`config.mk`:
```
export PLATFORM = sky130hd
export DESIGN_NAME = miss_track_entry
export DESIGN_NICKNAME = d
export VERILOG_FILES = /design/src/rtl/mte_pkg.sv /design/src/rtl/mte_tgt_fifo.sv /design/src/rtl/mte_router.sv /design/src/rtl/miss_track_entry.sv
export SDC_FILE = /design/constraint.sdc
export NUM_CORES = 1
export LEC_CHECK = 0
export BUFFER_PORTS_ARGS = -buffer_cell sky130_fd_sc_hd__buf_2
export CORE_MARGIN = 2
export CORE_UTILIZATION = 50
export DETAILED_ROUTE_END_ITERATION = 8
export HOLD_SLACK_MARGIN = 0.03
export PLACE_DENSITY = 0.8
export SLEW_MARGIN = 20
export SYNTH_ARGS = -nofsm -noshare
export SYNTH_HDL_FRONTEND = slang
export SYNTH_HIERARCHICAL = 1
export SYNTH_SLANG_ARGS = --single-unit
```
`constraint.sdc`:
```
create_clock -name clk -period 9 [get_ports clk]
set_input_delay 0 -clock clk [delete_from_list [all_inputs] [get_ports clk]]
set_output_delay 0 -clock clk [all_outputs]
set_load 0.02 [all_outputs]
```
`src/rtl/mte_pkg.sv`:
```
package mte_pkg;
  localparam int ADDR_W = 32;
  localparam int SIZE_W = 7;
  localparam int TAG_W  = 8;
  localparam int TIME_W = 16;
  localparam int ORD_W  = 8;

  typedef enum logic [2:0] {
    CMD_IDLE    = 3'd0,
    CMD_ALLOC   = 3'd1,
    CMD_CPU_ADD = 3'd2,
    CMD_SNOOP   = 3'd3,
    CMD_SERVICE = 3'd4,
    CMD_POP     = 3'd5,
    CMD_PROMOTE = 3'd6,
    CMD_DEALLOC = 3'd7
  } cmd_e;

  typedef struct packed {
    logic [TAG_W-1:0]  tag;
    logic [TIME_W-1:0] stamp;
    logic [ORD_W-1:0]  seq;
    logic              cpu_side;
  } tgt_t;

  // a CPU request after issue must wait for a second fetch
  function automatic logic route_to_deferred(input logic in_svc, input logic def_empty,
                                             input logic pend_inval, input logic needs_excl,
                                             input logic req_excl);
    return in_svc && (!def_empty || pend_inval || (!needs_excl && req_excl));
  endfunction

  function automatic logic [TIME_W-1:0] later_time(input logic [TIME_W-1:0] a,
                                                   input logic [TIME_W-1:0] b);
    return (a >= b) ? a : b;
  endfunction
endpackage

```
`src/rtl/mte_tgt_fifo.sv`:
```
module mte_tgt_fifo
  import mte_pkg::*;
#(
  parameter int DEPTH = 4
) (
  input  logic clk,
  input  logic rst_n,
  input  logic flush_i,
  input  logic push_i,
  input  logic pop_i,
  input  tgt_t din_i,
  output tgt_t head_o,
  output logic empty_o,
  output logic full_o
);
  localparam int PW = (DEPTH > 1) ? $clog2(DEPTH) : 1;
  localparam int CW = $clog2(DEPTH + 1);

  tgt_t           mem [DEPTH];
  logic [PW-1:0]  wr_ptr, rd_ptr;
  logic [CW-1:0]  fill;
  logic           do_push, do_pop;

  function automatic logic [PW-1:0] step_ptr(input logic [PW-1:0] p);
    return (p == PW'(DEPTH - 1)) ? '0 : p + 1'b1;
  endfunction

  assign empty_o = (fill == '0);
  assign full_o  = (fill == CW'(DEPTH));
  assign head_o  = mem[rd_ptr];
  assign do_push = push_i && (flush_i || !full_o);
  assign do_pop  = pop_i && !empty_o && !flush_i;

  always_ff @(posedge clk) begin
    if (!rst_n) begin
      wr_ptr <= '0;
      rd_ptr <= '0;
      fill   <= '0;
    end else if (flush_i) begin
      rd_ptr <= '0;
      wr_ptr <= push_i ? step_ptr('0) : '0;
      fill   <= push_i ? CW'(1) : '0;
    end else begin
      if (do_push) wr_ptr <= step_ptr(wr_ptr);
      if (do_pop)  rd_ptr <= step_ptr(rd_ptr);
      fill <= fill + CW'(do_push) - CW'(do_pop);
    end
  end

  always_ff @(posedge clk) begin
    if (do_push) mem[flush_i ? '0 : wr_ptr] <= din_i;
  end
endmodule

```
`src/rtl/mte_router.sv`:
```
module mte_router
  import mte_pkg::*;
(
  input  logic in_svc_i,
  input  logic def_empty_i,
  input  logic pend_inval_i,
  input  logic needs_excl_i,
  input  logic req_excl_i,
  output logic cpu_to_def_o,
  output logic snp_record_o,
  output logic snp_inhibit_o,
  output logic snp_inval_o
);
  logic snp_live;

  assign cpu_to_def_o  = route_to_deferred(in_svc_i, def_empty_i, pend_inval_i,
                                           needs_excl_i, req_excl_i);
  assign snp_live      = in_svc_i && !pend_inval_i;
  assign snp_inhibit_o = snp_live && needs_excl_i;
  assign snp_inval_o   = snp_live && !needs_excl_i && req_excl_i;
  assign snp_record_o  = snp_inhibit_o || snp_inval_o;
endmodule

```
`src/rtl/miss_track_entry.sv`:
```
module miss_track_entry
  import mte_pkg::*;
#(
  parameter int DEPTH = 4
) (
  input  logic                           clk,
  input  logic                           rst_n,
  input  logic [2:0]                     cmd_i,
  input  logic [ADDR_W-1:0]              req_addr_i,
  input  logic [SIZE_W-1:0]              req_size_i,
  input  logic                           req_uncache_i,
  input  logic                           req_excl_i,
  input  logic [TAG_W-1:0]               req_tag_i,
  input  logic [TIME_W-1:0]              req_stamp_i,
  input  logic [ORD_W-1:0]               req_seq_i,
  input  logic [TIME_W-1:0]              now_i,
  output logic                           valid_o,
  output logic                           in_service_o,
  output logic [ADDR_W-1:0]              line_addr_o,
  output logic [SIZE_W-1:0]              line_size_o,
  output logic                           uncache_o,
  output logic [TIME_W-1:0]              ready_time_o,
  output logic [ORD_W-1:0]               seq_o,
  output logic                           needs_excl_o,
  output logic                           pend_inval_o,
  output logic                           def_excl_o,
  output logic [$clog2(2*DEPTH+1)-1:0]   ntargets_o,
  output logic                           act_empty_o,
  output logic                           act_full_o,
  output logic                           def_empty_o,
  output logic                           def_full_o,
  output logic [TAG_W-1:0]               head_tag_o,
  output logic [TIME_W-1:0]              head_stamp_o,
  output logic [ORD_W-1:0]               head_seq_o,
  output logic                           head_cpu_o,
  output logic                           inhibit_o,
  output logic                           promoted_o,
  output logic                           overflow_o
);
  localparam int CW = $clog2(2*DEPTH + 1);

  cmd_e cmd;
  logic act_sel;
  tgt_t new_tgt, act_head, def_head;
  tgt_t f_head [2];
  logic [1:0] f_push, f_pop, f_empty, f_full;

  // named internal events
  logic ev_alloc, ev_cpu, ev_snoop, ev_service, ev_pop, ev_promote, ev_dealloc;
  logic cpu_to_def, snp_record, snp_inhibit, snp_inval;
  logic push_act, push_def, store_act, store_def, refused;

  assign cmd = cmd_e'(cmd_i);

  mte_router u_router (
    .in_svc_i      (in_service_o),
    .def_empty_i   (def_empty_o),
    .pend_inval_i  (pend_inval_o),
    .needs_excl_i  (needs_excl_o),
    .req_excl_i    (req_excl_i),
    .cpu_to_def_o  (cpu_to_def),
    .snp_record_o  (snp_record),
    .snp_inhibit_o (snp_inhibit),
    .snp_inval_o   (snp_inval)
  );

  assign act_empty_o = f_empty[act_sel];
  assign act_full_o  = f_full[act_sel];
  assign def_empty_o = f_empty[~act_sel];
  assign def_full_o  = f_full[~act_sel];
  assign act_head    = f_head[act_sel];
  assign def_head    = f_head[~act_sel];

  assign ev_alloc   = (cmd == CMD_ALLOC);
  assign ev_cpu     = valid_o && (cmd == CMD_CPU_ADD);
  assign ev_snoop   = valid_o && (cmd == CMD_SNOOP);
  assign ev_service = valid_o && (cmd == CMD_SERVICE);
  assign ev_pop     = valid_o && (cmd == CMD_POP) && !act_empty_o;
  assign ev_promote = valid_o && (cmd == CMD_PROMOTE) && !def_empty_o && act_empty_o;
  assign ev_dealloc = valid_o && (cmd == CMD_DEALLOC) && act_empty_o && def_empty_o
                      && (ntargets_o == '0);

  assign push_act  = ev_alloc || (ev_cpu && !cpu_to_def) || (ev_snoop && snp_record);
  assign push_def  = ev_cpu && cpu_to_def;
  assign store_act = push_act && (ev_alloc || !act_full_o);
  assign store_def = push_def && !def_full_o;
  assign refused   = (push_act && !ev_alloc && act_full_o) || (push_def && def_full_o);

  assign new_tgt = '{tag: req_tag_i, stamp: req_stamp_i, seq: req_seq_i,
                     cpu_side: !ev_snoop};

  for (genvar gi = 0; gi < 2; gi++) begin : g_q
    assign f_push[gi] = (act_sel == gi[0]) ? store_act : store_def;
    assign f_pop[gi]  = (act_sel == gi[0]) && ev_pop;
    mte_tgt_fifo #(.DEPTH(DEPTH)) u_fifo (
      .clk     (clk),
      .rst_n   (rst_n),
      .flush_i (ev_alloc),
      .push_i  (f_push[gi]),
      .pop_i   (f_pop[gi]),
      .din_i   (new_tgt),
      .head_o  (f_head[gi]),
      .empty_o (f_empty[gi]),
      .full_o  (f_full[gi])
    );
  end

  assign head_tag_o   = act_head.tag;
  assign head_stamp_o = act_head.stamp;
  assign head_seq_o   = act_head.seq;
  assign head_cpu_o   = act_head.cpu_side;

  always_ff @(posedge clk) begin
    if (!rst_n) begin
      valid_o      <= 1'b0;
      in_service_o <= 1'b0;
      line_addr_o  <= '0;
      line_size_o  <= '0;
      uncache_o    <= 1'b0;
      ready_time_o <= '0;
      seq_o        <= '0;
      needs_excl_o <= 1'b0;
      pend_inval_o <= 1'b0;
      def_excl_o   <= 1'b0;
      ntargets_o   <= '0;
      act_sel      <= 1'b0;
      inhibit_o    <= 1'b0;
      promoted_o   <= 1'b0;
      overflow_o   <= 1'b0;
    end else begin
      inhibit_o  <= ev_snoop && snp_inhibit;
      promoted_o <= ev_promote;
      overflow_o <= refused;
      if (ev_alloc) begin
        valid_o      <= 1'b1;
        in_service_o <= 1'b0;
        line_addr_o  <= req_addr_i;
        line_size_o  <= req_size_i;
        uncache_o    <= req_uncache_i;
        ready_time_o <= req_stamp_i;
        seq_o        <= req_seq_i;
        needs_excl_o <= req_excl_i;
        pend_inval_o <= 1'b0;
        def_excl_o   <= 1'b0;
        ntargets_o   <= CW'(1);
      end else begin
        ntargets_o <= ntargets_o + CW'(store_act) + CW'(store_def) - CW'(ev_pop);
        if (ev_service) in_service_o <= 1'b1;
        if (ev_cpu && !in_service_o && req_excl_i) needs_excl_o <= 1'b1;
        if (push_def && req_excl_i) def_excl_o <= 1'b1;
        if (ev_snoop && snp_inval) pend_inval_o <= 1'b1;
        if (ev_promote) begin
          act_sel      <= ~act_sel;
          needs_excl_o <= def_excl_o;
          pend_inval_o <= 1'b0;
          def_excl_o   <= 1'b0;
          seq_o        <= def_head.seq;
          ready_time_o <= later_time(now_i, def_head.stamp);
        end
        if (ev_dealloc) begin
          valid_o      <= 1'b0;
          in_service_o <= 1'b0;
        end
      end
    end
  end
endmodule

```
# Yosys cells after proc, flatten, opt, wreduce, memory -nomap -nowiden
# Memories as Yosys holds them, arrays and structs flattened. A register that Yosys moved wholly into a read port is not among the register bits.
# Cells that the tools add are included.
[classes]
mux = 51
addsub = 11
shifts = 0
bitwise_logic = 5
magnitude_cmp = 5
n_mul = 0
eq_ne = 13
n_div = 0
reduce_logical = 74
[ops]
columns = ["cell", "count"]
rows = [
  ["$mux W33", 3],
  ["$mux W25", 3],
  ["$mux W16", 3],
  ["$logic_and A1 B1 Y1", 39],
  ["$mux W2", 14],
  ["$mux W1", 24],
  ["$eq A3 B3 Y1 const B", 6],
  ["$ge A16 B16 Y1", 1],
  ["$mux W8", 2],
  ["$logic_not A1 Y1", 14],
  ["$logic_or A1 B1 Y1", 9],
  ["$add A2 B1 Y2 const B", 4],
  ["$add A4 B1 Y4", 2],
  ["$eq A2 B2 Y1 const B", 4],
  ["$reduce_bool A2 Y1", 4],
  ["$add A3 B1 Y3", 2],
  ["$eq A3 B2 Y1 const B", 2],
  ["$logic_not A3 Y1", 2],
  ["$mux W3", 2],
  ["$reduce_or A3 Y1", 2],
  ["$sub A3 B1 Y3", 2],
  ["$ge A2 B2 Y1 const B", 2],
  ["$logic_not A4 Y1", 1],
  ["$lt A1 B2 Y1 const B", 2],
  ["7 further kinds", 10],
]
[totals]
latchBits = 0
output_inout_bits = 113
mem_count = 2
word_cells = 183
mem_bits_rw = 264
inputBits = 94
mem_bits_ro = 0
regBits = 91
[memory_table]
columns = ["memory", "depth", "width", "rd", "rd_ports_with_merged_regs", "write_ports", "line_no", "rtl"]
rows = [
  ["g_q[0].u_fifo.mem", 4, 33, 1, 1, 1, "mte_tgt_fifo.sv:19", "tgt_t mem [DEPTH];"],
  ["g_q[1].u_fifo.mem", 4, 33, 1, 1, 1, "mte_tgt_fifo.sv:19", ""],
]

# Logic depth before layout (Yosys ltp)
[logic_depth]
depth_word = 17
mapped_depth = 18
depth_no_buf = 18

# Hierarchy
# Netlist, hierarchy kept.
[by_module_without_submodules]
columns = ["mod", "area_each_um2", "instances", "cells_per_inst", "seq_area_each_um2"]
rows = [
  ["mte_tgt_fifo (g_q[0].u_fifo)", 5218.8, 1, 224, 4144.0],
  ["mte_tgt_fifo (g_q[1].u_fifo)", 5206.2, 1, 225, 4144.0],
  ["miss_track_entry", 4445.5, 1, 524, 1541.5],
  ["mte_router", 51.3, 1, 7, 0.0],
]

# Worst setup path after synthesis
# OpenSTA, ideal clock, no wires.
[synth_timing]
kind = "reg-to-reg"
from = "reg g_q[0].u_fifo.fill[1]"
to = "mem g_q[1].u_fifo/mem[2][0] (netlist bit) (enable)"
n_path_buf = 0
path_slack_ns = 2.764
t_required_ns = 8.494
arrival_ns = 5.730
path_stages_with_launch = 13
setup_time_ns = 0.506
period_less_slack_ns = 6.236
path_cell_list = "dfxtp_1 -> nor3_1 -> mux2i_1 -> inv_1 -> inv_1 -> o31a_1 -> nor3b_1 -> o21ai_0 -> a21oi_1 -> nand2_1 -> o21ai_0 -> o21ai_1 -> nor4_1"
[synth_via]
elab_chain_len = 16
word_cells_on_any_way = 26
cone_classes = "eq/ne (1); mux (9); reduce/logical (16)"
[synth_rtl]
columns = ["item", "line_no", "rtl"]
rows = [
  ["start, declared", "mte_tgt_fifo.sv:21", "logic [CW-1:0] fill;"],
  ["start signal, assigned", "mte_tgt_fifo.sv:42", "fill <= push_i ? CW'(1) : '0;"],
  ["start signal, assigned", "mte_tgt_fifo.sv:46", "fill <= fill + CW'(do_push) - CW'(do_pop);"],
  ["$logic_not A3 Y1 (*)", "mte_tgt_fifo.sv:28", "assign empty_o = (fill == '0);"],
  ["net f_empty[0]", "miss_track_entry.sv:46", "logic [1:0] f_push, f_pop, f_empty, f_full;"],
  ["$mux W1 (implied by the code) (*) (2 in series)", "miss_track_entry.sv:69", "assign def_empty_o = f_empty[~act_sel];"],
  ["net def_empty_o", "miss_track_entry.sv:30", "output logic def_empty_o,"],
  ["$logic_not A1 Y1 (*)", "mte_pkg.sv:30", "return in_svc && (!def_empty || pend_inval || (!needs_excl && req_excl));"],
  ["$logic_or A1 B1 Y1 (*) (2 in series)", "mte_pkg.sv:30", ""],
  ["$logic_and A1 B1 Y1 (*)", "mte_pkg.sv:30", ""],
  ["net cpu_to_def", "miss_track_entry.sv:50", "logic cpu_to_def, snp_record, snp_inhibit, snp_inval;"],
  ["$logic_not A1 Y1", "miss_track_entry.sv:83", "assign push_act = ev_alloc || (ev_cpu && !cpu_to_def) || (ev_snoop && snp_record);"],
  ["$logic_and A1 B1 Y1", "miss_track_entry.sv:83", ""],
  ["$logic_or A1 B1 Y1 (2 in series)", "miss_track_entry.sv:83", ""],
  ["$logic_and A1 B1 Y1", "miss_track_entry.sv:85", "assign store_act = push_act && (ev_alloc || !act_full_o);"],
  ["$mux W1 (*)", "miss_track_entry.sv:93", "assign f_push[gi] = (act_sel == gi[0]) ? store_act : store_def;"],
  ["net f_push[1]", "miss_track_entry.sv:46", ""],
  ["$logic_and A1 B1 Y1 (*)", "mte_tgt_fifo.sv:31", "assign do_push = push_i && (flush_i || !full_o);"],
  ["$mux W1 (*) (2 in series)", "mte_tgt_fifo.sv:51", "if (do_push) mem[flush_i ? '0 : wr_ptr] <= din_i;"],
  ["end, declared", "mte_tgt_fifo.sv:19", ""],
]
# Mark *: on every way through the listed nets, which the timed path passes. The rest lies on a longest branch. The select of a mux whose other input is x is not followed.

==> results.md <==
- Outcome: finished, final reports clean
- Area of the multi-input gates: 4780 um^2
- Hold path start: req_addr_i[14]
- Pin count of the biggest net entering global routing: 88
- Ratio of cells with drive above 1 in the final layout: 31.9%
- Yosys warning count: 6
- # Post-CTS Setup Buffers: 0
- Port bufs: 206
- Final Critical Period: 4.42 ns
- Seq/Total Area, Yosys: 65.9%
- Setup-failing EPs final: 0
- Final worst-path cycle share: 49.1%
- Fmax: 0.226 GHz
- CP Class: reg -> reg
- Filler Cells Inserted: 2039
- Critical Path RT: 9.41 ns
- R2R setup slack: 4.58 ns
- Final WL: 38.4 mm
- Fin area: 18600 um^2
- RSZ-0062 raised after global routing: false
- DRT iter0 DRCs: 763
- Largest stage delay, worst path: 0.64 ns
- Max VDD drop: 0.139 mV
- Overflow after GRT: 0
- Buf+Inv Stages, Crit Path: 2
- Main synth FF type: edfxtp_1
- Pin slew with the least headroom to its limit: 1.11 ns
- Die ar.: 31200 um^2
- CTS Buf Count: 36
- LEAKAGE: 6.69 nW
- CTS clock-pin slew for the worst setup and hold paths: 0.06 ns
- Startpoint Class: register
- Rel. slew slack: 25.9%
- Die Y-Extent: 177 um
- Critical Path End Type: register
- Post-synth cell types: 66
- Max Cap Viol: 0
- Area Overhead vs Synth: 24.5%
- DP Area: 16300 um^2
- Die Wd: 177 um
- Core Region: 29500 um^2
- CP cell instances: buf_4 > mux4_2 > mux2_2 > ha_1 > nand2b_1 > a2111oi_2 > o31a_2 > nand3_1 > a32o_1 > dlygate4sd3_1
- Final Net Count: 1410
- CP max-delay cell: o31a_2
- All-Layer GR Usage: 24.7%
- Logic gate share of total power: 6.2%
- Gate count of the mapped netlist: 980
- CP Max Fanout: 33
- Vias: 9892
- WL per Instance: 22.6 um
- Clock sink count: 359
- Htree depth: 2
- Reg power frac: 50.6%
- Setup tns final: 0 ns
- Delay-heaviest family, CP: compound AO/OA/AOI/OAI gates
- Final hold vios: 0
- Later-pin clock latency in the skew report: 0.54 ns
- Number of synthesized flops with an enable pin: 264
- Synthesized Nets: 1105
- Vias in the first global route: 10200
- Avg Inst Size Synth: 15.2 um^2
- Critical Path AT: 4.84 ns
- Ys async rst share: 0%
- Vias per cell: 5.81
- Most frequent cells in the layout: edfxtp_1 (264), buf_2 (206), nand2_1 (113)
- Io pins: 207
- FP Rows: 63
- Slew Limit Fails: 0
- Psw: 788 uW
- Power Internal: 2.78 mW
- Synth Register Bits: 359
- Cell Area, Synth: 14900 um^2
- Pwr Density: 192 nW/um^2
- Clock Power Share: 43.2%
- Remaining antenna violation count: 0
- First-pass GRT wire length: 57.8 mm
- Switch share: 22.1%
- GPL Wtd Cong: 0.843
- Clock tree buffer depth: 3
- CTS tree: done
- DRC: 0
- Hold buffers post-CTS: 100
- HP Class: in -> reg
- Most common cell after layout, fill and taps aside: edfxtp_1
- Starting Density: 50.6%
- Sequential Area: 9840 um^2
- Initial antenna violation count: 1
- Setup Skew: 0.0199 ns
- Post-cts repair resize count: 0
- Number of iterations in the first detailed-routing pass: 6
- Root cell of the clock tree: clkbuf_16
- HPWL Detailed: 22.7 mm
==> cells in the mapped netlist, types with 11 or more instances <==
cell | number | area (um^2)
o21ai_0 | 23 | 115
ha_1 | 27 | 338
mux2i_1 | 28 | 280
edfxtp_1 | 264 | 7930
a21oi_1 | 70 | 350
mux2_2 | 37 | 417
nor2_1 | 32 | 120
clkbuf_1 | 19 | 71.3
buf_2 | 19 | 95.1
nand3_1 | 11 | 55.1
mux4_2 | 66 | 1490
nand2_1 | 113 | 424
inv_1 | 23 | 86.3
nor3_1 | 11 | 55.1
dfxtp_1 | 95 | 1900
==> state kept, by name, indices dropped and copies added, names as in the netlist, named ones only <==
signal / cells
g_q.u_fifo/fill: 6
line_size_o: 7
g_q.u_fifo/rd_ptr: 4
pend_inval_o: 1
needs_excl_o: 1
in_service_o: 1
act_sel: 1
g_q.u_fifo/wr_ptr: 4
ready_time_o: 16
ntargets_o: 4
def_excl_o: 1
valid_o: 1
overflow_o: 1
line_addr_o: 32
inhibit_o: 1
promoted_o: 1
seq_o: 8
g_q.u_fifo/mem: 264
uncache_o: 1
==> layout make-up <==
| type | count | share of cell area (%) |
|---|---|---|
| diodes | 1 | 0.0135 |
| flip-flops and latches | 359 | 53.0 |
| multi-input cells | 543 | 25.7 |
| clock buffers | 43 | 5.21 |
| inverters | 25 | 0.532 |
| clock inverters | 22 | 1.41 |
| well taps | 390 | 2.63 |
| repair buffers | 320 | 11.5 |
==> through the flow <==
stage	hold slack [ns]	power [mW]	instances	util [%]	worst slack (ns)
floorplan	0.0887	1.94	980	-	2.76
global placement	0.243	2.02	1537	55.4	4.83
detailed placement	0.250	2.03	1537	55.4	4.65
CTS	0.241	3.59	1702	63.0	4.16
global route	0.253	3.68	1702	63.0	4.10
finish	0.264	3.57	1703	63.0	4.58
==> per-layer routing <==
metal / wire, um / up-vias / GRT usage [%]
li1: - / 4402 / -
met1: 14800 / 4917 / 30.8
met3: 3110 / 89 / 4.62
met5: 0 / - / 0
met4: 1390 / 0 / 9.54
met2: 19100 / 484 / 42.9
==> logic make-up after synthesis <==
family,after synthesis,synth area share [%]
AOI/OAI and AO/OA,157,6.91
muxes,131,14.6
xor gates and xnor gates,6,0.352
buffers and inverters,78,2.44
and+or+nand+nor,218,6.99
adders and majority gates,31,2.80
DFF,359,65.9
==> power by group through the flow <==
stage	combinational [mW]	clock [mW]	sequential, mW
CTS	0.220	1.57	1.81
global route	0.240	1.63	1.81
floorplan	0.0846	0	1.86
global placement	0.178	0	1.84
finish	0.222	1.54	1.81
detailed placement	0.184	0	1.84
==> worst reg2reg max path, stage by stage (launching register included) <==
cell,delay [ns]
dfxtp_2,0.31
buf_4,0.60
mux4_2,0.62
mux2_2,0.30
ha_1,0.27
nand2b_1,0.15
a2111oi_2,0.42
o31a_2,0.64
nand3_1,0.16
a32o_1,0.28
dlygate4sd3_1,0.56
==> path summary, 6_finish.rpt <==
kind / to / depth (start not counted)
setup / recovery: ready_time_o[1] / 10
setup reg to reg: ready_time_o[1] / 10
hold reg to reg: seq_o[6] / 2
hold / removal: line_addr_o[14] / 4
Power figures use the tool's default switching activity.
